## src/rtl/srl_cam_pkg.sv

```systemverilog
package srl_cam_pkg;
    localparam int SLICE_W   = 4;
    localparam int SLICE_VAL = 16;

    function automatic int slices_for(input int width);
        return (width + SLICE_W - 1) / SLICE_W;
    endfunction
endpackage

```

## src/rtl/srl_cam_loader.sv

```systemverilog
module srl_cam_loader
    import srl_cam_pkg::*;
#(
    parameter int WIDTH = 16,
    parameter int AW    = 5,
    parameter int NSL   = 4
) (
    input  logic             clk,
    input  logic             rst_n,
    input  logic             wr_start,
    input  logic [AW-1:0]    wr_addr,
    input  logic [WIDTH-1:0] wr_data,
    input  logic [WIDTH-1:0] wr_care,
    output logic             busy,
    output logic             last,
    output logic [AW-1:0]    sel,
    output logic [NSL-1:0]   bits
);
    localparam int PW = NSL * SLICE_W;

    typedef struct packed {
        logic          busy;
        logic [3:0]    cnt;
        logic [AW-1:0] addr;
        logic [PW-1:0] data;
        logic [PW-1:0] care;
    } ld_t;

    ld_t st_d, st_q;

    always_comb begin
        st_d = st_q;
        if (st_q.busy) begin
            st_d.cnt = st_q.cnt + 4'd1;
            if (st_q.cnt == 4'd15) st_d.busy = 1'b0;
        end else if (wr_start) begin
            st_d.busy = 1'b1;
            st_d.cnt  = 4'd0;
            st_d.addr = wr_addr;
            st_d.data = PW'(wr_data);
            st_d.care = PW'(wr_care);
        end
    end

    // value presented on this shift step counts down from 15 to 0
    always_comb begin
        for (int n = 0; n < NSL; n++) begin
            bits[n] = ((st_q.data[n*SLICE_W +: SLICE_W] ^ ~st_q.cnt)
                       & st_q.care[n*SLICE_W +: SLICE_W]) == 4'd0;
        end
    end

    assign busy = st_q.busy;
    assign last = st_q.busy && (st_q.cnt == 4'd15);
    assign sel  = st_q.addr;

    always_ff @(posedge clk or negedge rst_n) begin
        if (!rst_n) st_q <= '0;
        else        st_q <= st_d;
    end
endmodule

```

## src/rtl/srl_cam_entry.sv

```systemverilog
module srl_cam_entry
    import srl_cam_pkg::*;
#(
    parameter int NSL = 4
) (
    input  logic                 clk,
    input  logic                 rst_n,
    input  logic                 shift,
    input  logic                 last,
    input  logic [NSL-1:0]       bits,
    input  logic [NSL*4-1:0]     key,
    output logic                 match
);
    typedef struct packed {
        logic                  valid;
        logic [NSL-1:0][15:0]  tbl;
    } ent_t;

    ent_t st_d, st_q;

    always_comb begin
        st_d = st_q;
        if (shift) begin
            for (int n = 0; n < NSL; n++) begin
                st_d.tbl[n] = {st_q.tbl[n][14:0], bits[n]};
            end
            st_d.valid = last;
        end
    end

    always_comb begin
        match = st_q.valid;
        for (int n = 0; n < NSL; n++) begin
            match = match & st_q.tbl[n][key[n*SLICE_W +: SLICE_W]];
        end
    end

    always_ff @(posedge clk or negedge rst_n) begin
        if (!rst_n) st_q <= '0;
        else        st_q <= st_d;
    end
endmodule

```

## src/rtl/srl_cam_prio.sv

```systemverilog
module srl_cam_prio #(
    parameter int DEPTH = 32,
    parameter int AW    = 5
) (
    input  logic [DEPTH-1:0] vec,
    output logic             found,
    output logic [AW-1:0]    idx
);
    always_comb begin
        found = 1'b0;
        idx   = '0;
        for (int e = DEPTH - 1; e >= 0; e--) begin
            if (vec[e]) begin
                found = 1'b1;
                idx   = AW'(e);
            end
        end
    end
endmodule

```

## src/rtl/srl_cam.sv

```systemverilog
module srl_cam
    import srl_cam_pkg::*;
#(
    parameter int WIDTH = 16,
    parameter int DEPTH = 32,
    localparam int AW   = $clog2(DEPTH)
) (
    input  logic             clk,
    input  logic             rst_n,
    input  logic             srch_en,
    input  logic [WIDTH-1:0] srch_key,
    input  logic             wr_start,
    input  logic [AW-1:0]    wr_addr,
    input  logic [WIDTH-1:0] wr_data,
    input  logic [WIDTH-1:0] wr_care,
    output logic             wr_busy,
    output logic             hit,
    output logic [DEPTH-1:0] hit_vec,
    output logic [AW-1:0]    hit_addr
);
    localparam int NSL = slices_for(WIDTH);
    localparam int PW  = NSL * SLICE_W;

    typedef struct packed {
        logic             hit;
        logic [DEPTH-1:0] vec;
        logic [AW-1:0]    addr;
    } res_t;

    res_t res_d, res_q;

    logic             ld_busy, ld_last;
    logic [AW-1:0]    ld_sel;
    logic [NSL-1:0]   ld_bits;
    logic [PW-1:0]    key_pad;
    logic [DEPTH-1:0] mvec;
    logic             p_found;
    logic [AW-1:0]    p_idx;

    assign key_pad = PW'(srch_key);

    srl_cam_loader #(.WIDTH(WIDTH), .AW(AW), .NSL(NSL)) u_ld (
        .clk(clk), .rst_n(rst_n),
        .wr_start(wr_start), .wr_addr(wr_addr),
        .wr_data(wr_data), .wr_care(wr_care),
        .busy(ld_busy), .last(ld_last), .sel(ld_sel), .bits(ld_bits)
    );

    for (genvar e = 0; e < DEPTH; e++) begin : g_ent
        srl_cam_entry #(.NSL(NSL)) u_ent (
            .clk(clk), .rst_n(rst_n),
            .shift(ld_busy && (ld_sel == AW'(e))),
            .last(ld_last),
            .bits(ld_bits),
            .key(key_pad),
            .match(mvec[e])
        );
    end

    srl_cam_prio #(.DEPTH(DEPTH), .AW(AW)) u_prio (
        .vec(mvec), .found(p_found), .idx(p_idx)
    );

    always_comb begin
        res_d = res_q;
        if (srch_en && !ld_busy) begin
            res_d.hit  = p_found;
            res_d.vec  = mvec;
            res_d.addr = p_idx;
        end
    end

    always_ff @(posedge clk or negedge rst_n) begin
        if (!rst_n) res_q <= '0;
        else        res_q <= res_d;
    end

    assign wr_busy  = ld_busy;
    assign hit      = res_q.hit;
    assign hit_vec  = res_q.vec;
    assign hit_addr = res_q.addr;
endmodule

```

## config.mk

```make
export PLATFORM = sky130hd
export DESIGN_NAME = srl_cam
export DESIGN_NICKNAME = d
export VERILOG_FILES = /design/src/rtl/srl_cam_pkg.sv /design/src/rtl/srl_cam_loader.sv /design/src/rtl/srl_cam_entry.sv /design/src/rtl/srl_cam_prio.sv /design/src/rtl/srl_cam.sv
export SDC_FILE = /design/constraint.sdc
export NUM_CORES = 2
export LEC_CHECK = 0
export CORE_MARGIN = 4
export CORE_UTILIZATION = 65
export DETAILED_ROUTE_END_ITERATION = 10
export GPL_TIMING_DRIVEN = 0
export PLACE_DENSITY = 0.82
export SLEW_MARGIN = 20
export SYNTH_ARGS = -nofsm -noshare
export SYNTH_HDL_FRONTEND = slang
export SYNTH_SLANG_ARGS = --single-unit
```

## constraint.sdc

```tcl
create_clock -name clk -period 4.8 [get_ports clk]
set_clock_uncertainty 0.05 [all_clocks]
set_input_delay 1.2 -clock clk [delete_from_list [all_inputs] [get_ports clk]]
set_output_delay 1.2 -clock clk [all_outputs]
set_load 0.01 [all_outputs]
```

==> results by group <==
Power
  • Peak VDD IR: 629 µV
  • Pleak: roughly 53 nW
  • Power density over the cells: 447 nW/µm²
  • Power consumption: around 48 mW

Clock tree
  • CTS Buf Count: 209
  • Maximum buffer depth of the clock tree: 3
  • H-tree Lvls: 4
  • CTS root buf: clkbuf_16
  • # clock sinks: 2160
  • Latest clock arrival within the worst-skew pair: 0.85 ns
  • Clock transition time at the flip-flop clock pins of the worst setup and hold paths: 0.06 ns
  • Hold buffers post-CTS: 0
  • TritonCTS clock tree: yes

Yosys
  • Top post-synthesis cells by area: dfrtp_1, mux2_2, mux4_2
  • Synth Flop Type: dfrtp_1
  • Synth Cell Area: 96100 µm²
  • Ys async rst share: 100%
  • Mapped Nets: about 6500
  • Synth unique cells: between 70 and 80
  • Yosys top cell area share: 56.2%
  • Synth warn: 0
  • FF+latch count, synth: 2160
  • Post-synth EDFFs: 0
  • Leading area contributor after synthesis: dfrtp_1
  • Avg Cell Area, Syn: 14.9 µm²
  • Syn Inst Count: 6467
  • Seq/Total Area, Yosys: 56.2%

Routing
  • # DRC: 0
  • Vias post-DR: 58928
  • WL/cell: 28.9 µm
  • Routed vias/inst: 6.60
  • Drt first pass iters: 5
  • Drt initial violations: 5919
  • WL final: 258000 µm
  • Final ANT Viol Nets: 0

Cells and area
  • Flip-flop and latch area: between 50000 and 60000 µm²
  • Final #Nets: 6858
  • Fillers: 8594
  • Non-Filler Instances: 8927
  • Multi-input gate area: 40100 µm²
  • Layout cells sized above 1: 41.4%
  • Post-layout instance area: 108000 µm²
  • Most frequent cells in the layout: dfrtp_1, mux2_2, nand2_1
  • Most common cell after layout, fill and taps aside: dfrtp_1
  • Area Growth Syn to Fin: 12.0%
  • Core Util, Final: 73.6%

Worst hold path
  • HP Class: in -> async

Setup path
  • Worst EP required: 5.48 ns
  • Most Frequent Cell on Critical Path: buf_2
  • CP Data Arrival Time: 5.60 ns
  • CP max-delay cell: clkbuf_1
  • Worst Setup Start Kind: input pin
  • Crit Path Class: in -> reg
  • Worst path max stage delay: approximately 0.93 ns
  • Critical path cell sequence: buf_2 > buf_2 > clkbuf_1 > mux4_2 > a22o_1 > o21ai_1 > o2111ai_1 > nand4_1 > a21bo_1 > nand3_1 > a32o_1
  • Crit. End Element: register
  • CP Max Fanout: 11

Place
  • Placed cell count: 8504
  • Detailed-placement wirelength estimate: 177000 µm
  • Placed Area: 100000 µm²
  • Post-place setup slack: -1.28 ns
  • Number of I/O port buffers: 82
  • Routability cong.: 0.922

Floorplan
  • Core region area: between 100000 and 150000 µm²
  • # rows: 140
  • Die W: 393 µm
  • Die area: roughly 150000 µm²
  • Initial Util: 65.7%
  • Die height: 393 µm
  • I/O pin count: 96

Global route
  • Largest net degree at the start of global routing: 153
  • First-pass GRT wire length: 387000 µm
  • All-Layer GR Usage: 34.2%
  • Initial antenna violation count: 26
  • Vias in the first global route: roughly 61000
  • Total gr overflow: 0

STA
  • Final Max Tran Viols: 0
  • Worst Setup Slack, final: -0.127 ns
  • Slew @ Worst Pin: 1.26 ns
  • Worst slew margin: 16.0%
  • Setup TNS: -0.145 ns
  • Final min period: 4.93 ns
  • WHS: 0.226 ns
  • Fmax: 0.203 GHz
  • Final Setup Violations: 3
  • Fin crit share: 103%
  • Fin. Hold Viols: 0
  • RSZ-0062 raised after global routing: no

Outcome
  • Failing checks: negative setup slack
  • Status: finished, violations left

Job
  • Maxcap violations: 0
-- cell usage after synthesis, types with 3 or more instances --
cell type and n:
o2111ai_1 5, buf_6 24, o21ai_0 184, dfrtp_1 2160, a211o_1 3, nor2b_1 23
o21a_1 3, and3_1 18, buf_2 52, buf_1 139, nand3_1 32, a21oi_1 17
nand2b_1 11, mux4_2 585, and4_1 4, nor3b_1 3, buf_4 32, nand4_1 9
mux2i_1 45, a22o_1 9, clkbuf_1 190, xnor2_1 17, and2_1 8, buf_12 3
nor2_1 33, a22oi_1 31, a221oi_1 5, o22ai_1 4, mux2_2 1737, o211ai_1 7
inv_1 5, a31oi_1 4, nor3_1 7, a211oi_1 5, nand2_1 999, o31ai_1 7
-- layer usage --
metal / GRT usage (%) / vias up / part of all wire, %
met3: 9.59 / 677 / 10
met2: 51.8 / 2544 / 46
li1: - / 24306 / -
met4: 16.8 / 10 / 5.7
met1: 46.5 / 31391 / 38
met5: 0 / - / 0.026
-- what timing repair did --
action / 4_1_cts / 5_1_grt
buffers inserted: 2 / 0
pin swaps: 2 / 0
endpoints found under the setup margin: 6 / 5
gates resized for setup: 5 / 5
-- kinds of logic after synthesis --
| logic type | share of synthesized area (%) |
|---|---|
| and+or+nand+nor | 4.94 |
| buffers and inverters | 2.18 |
| xor gates and xnor gates | 0.155 |
| adders and majority gates | 0.0130 |
| DFF | 56.2 |
| muxes | 34.5 |
| AOI/OAI and AO/OA | 1.93 |
-- power by group --
part           total [mW]  leakage, nW  switching, mW  internal [mW]
clock                16.9         3.52           7.25           9.66
sequential           21.6         29.9           1.50           20.1
combinational        9.62         19.4           5.79           3.83
-- worst paths after layout --
path | from | endpoint | slack (ns) | cells after the start
worst max register to register | u_ld.busy | g_ent[28].u_ent.st_q[61] | 1.38 | 6
min in group clk | g_ent[29].u_ent.st_q[31] | g_ent[29].u_ent.st_q[31] | 0.42 | 2
worst min-delay path | rst_n | u_ld.st_q[10] | 0.23 | 1
worst max-delay path | srch_key[13] | hit_addr[2] | -0.13 | 11
max in group asynchronous | rst_n | g_ent[18].u_ent.st_q[12] | 1.11 | 6
worst min register to register | g_ent[29].u_ent.st_q[31] | g_ent[29].u_ent.st_q[31] | 0.42 | 2
-- sequential cells by signal, summed over array words and instances, names as in the netlist --
signal and cells:
g_ent.u_ent.st_q 2080, hit 1, hit_addr 5, hit_vec 32, u_ld.busy 1, u_ld.sel 5
u_ld.st_q 36
-- final cells by class --
class                           count  area share [%]
Antenna cell                       37          0.0860
Clock inverter                     83           0.933
Multi-Input combinational cell   3860            37.2
Clock buffer                      301            5.63
Buffer                            440            1.98
Inverter                            7          0.0256
Sequential cell                  2160            50.2
Tap cell                         1917            2.23
Timing Repair Buffer              122            1.70
-- worst max-delay path, delay by kind of cell --
kind / cells / cell delay, ns
compound gates: 5 / 1.65
simple gates: 2 / 0.27
mux: 1 / 0.45
buf+inv: 3 / 1.99
Power figures use the tool's default switching activity.
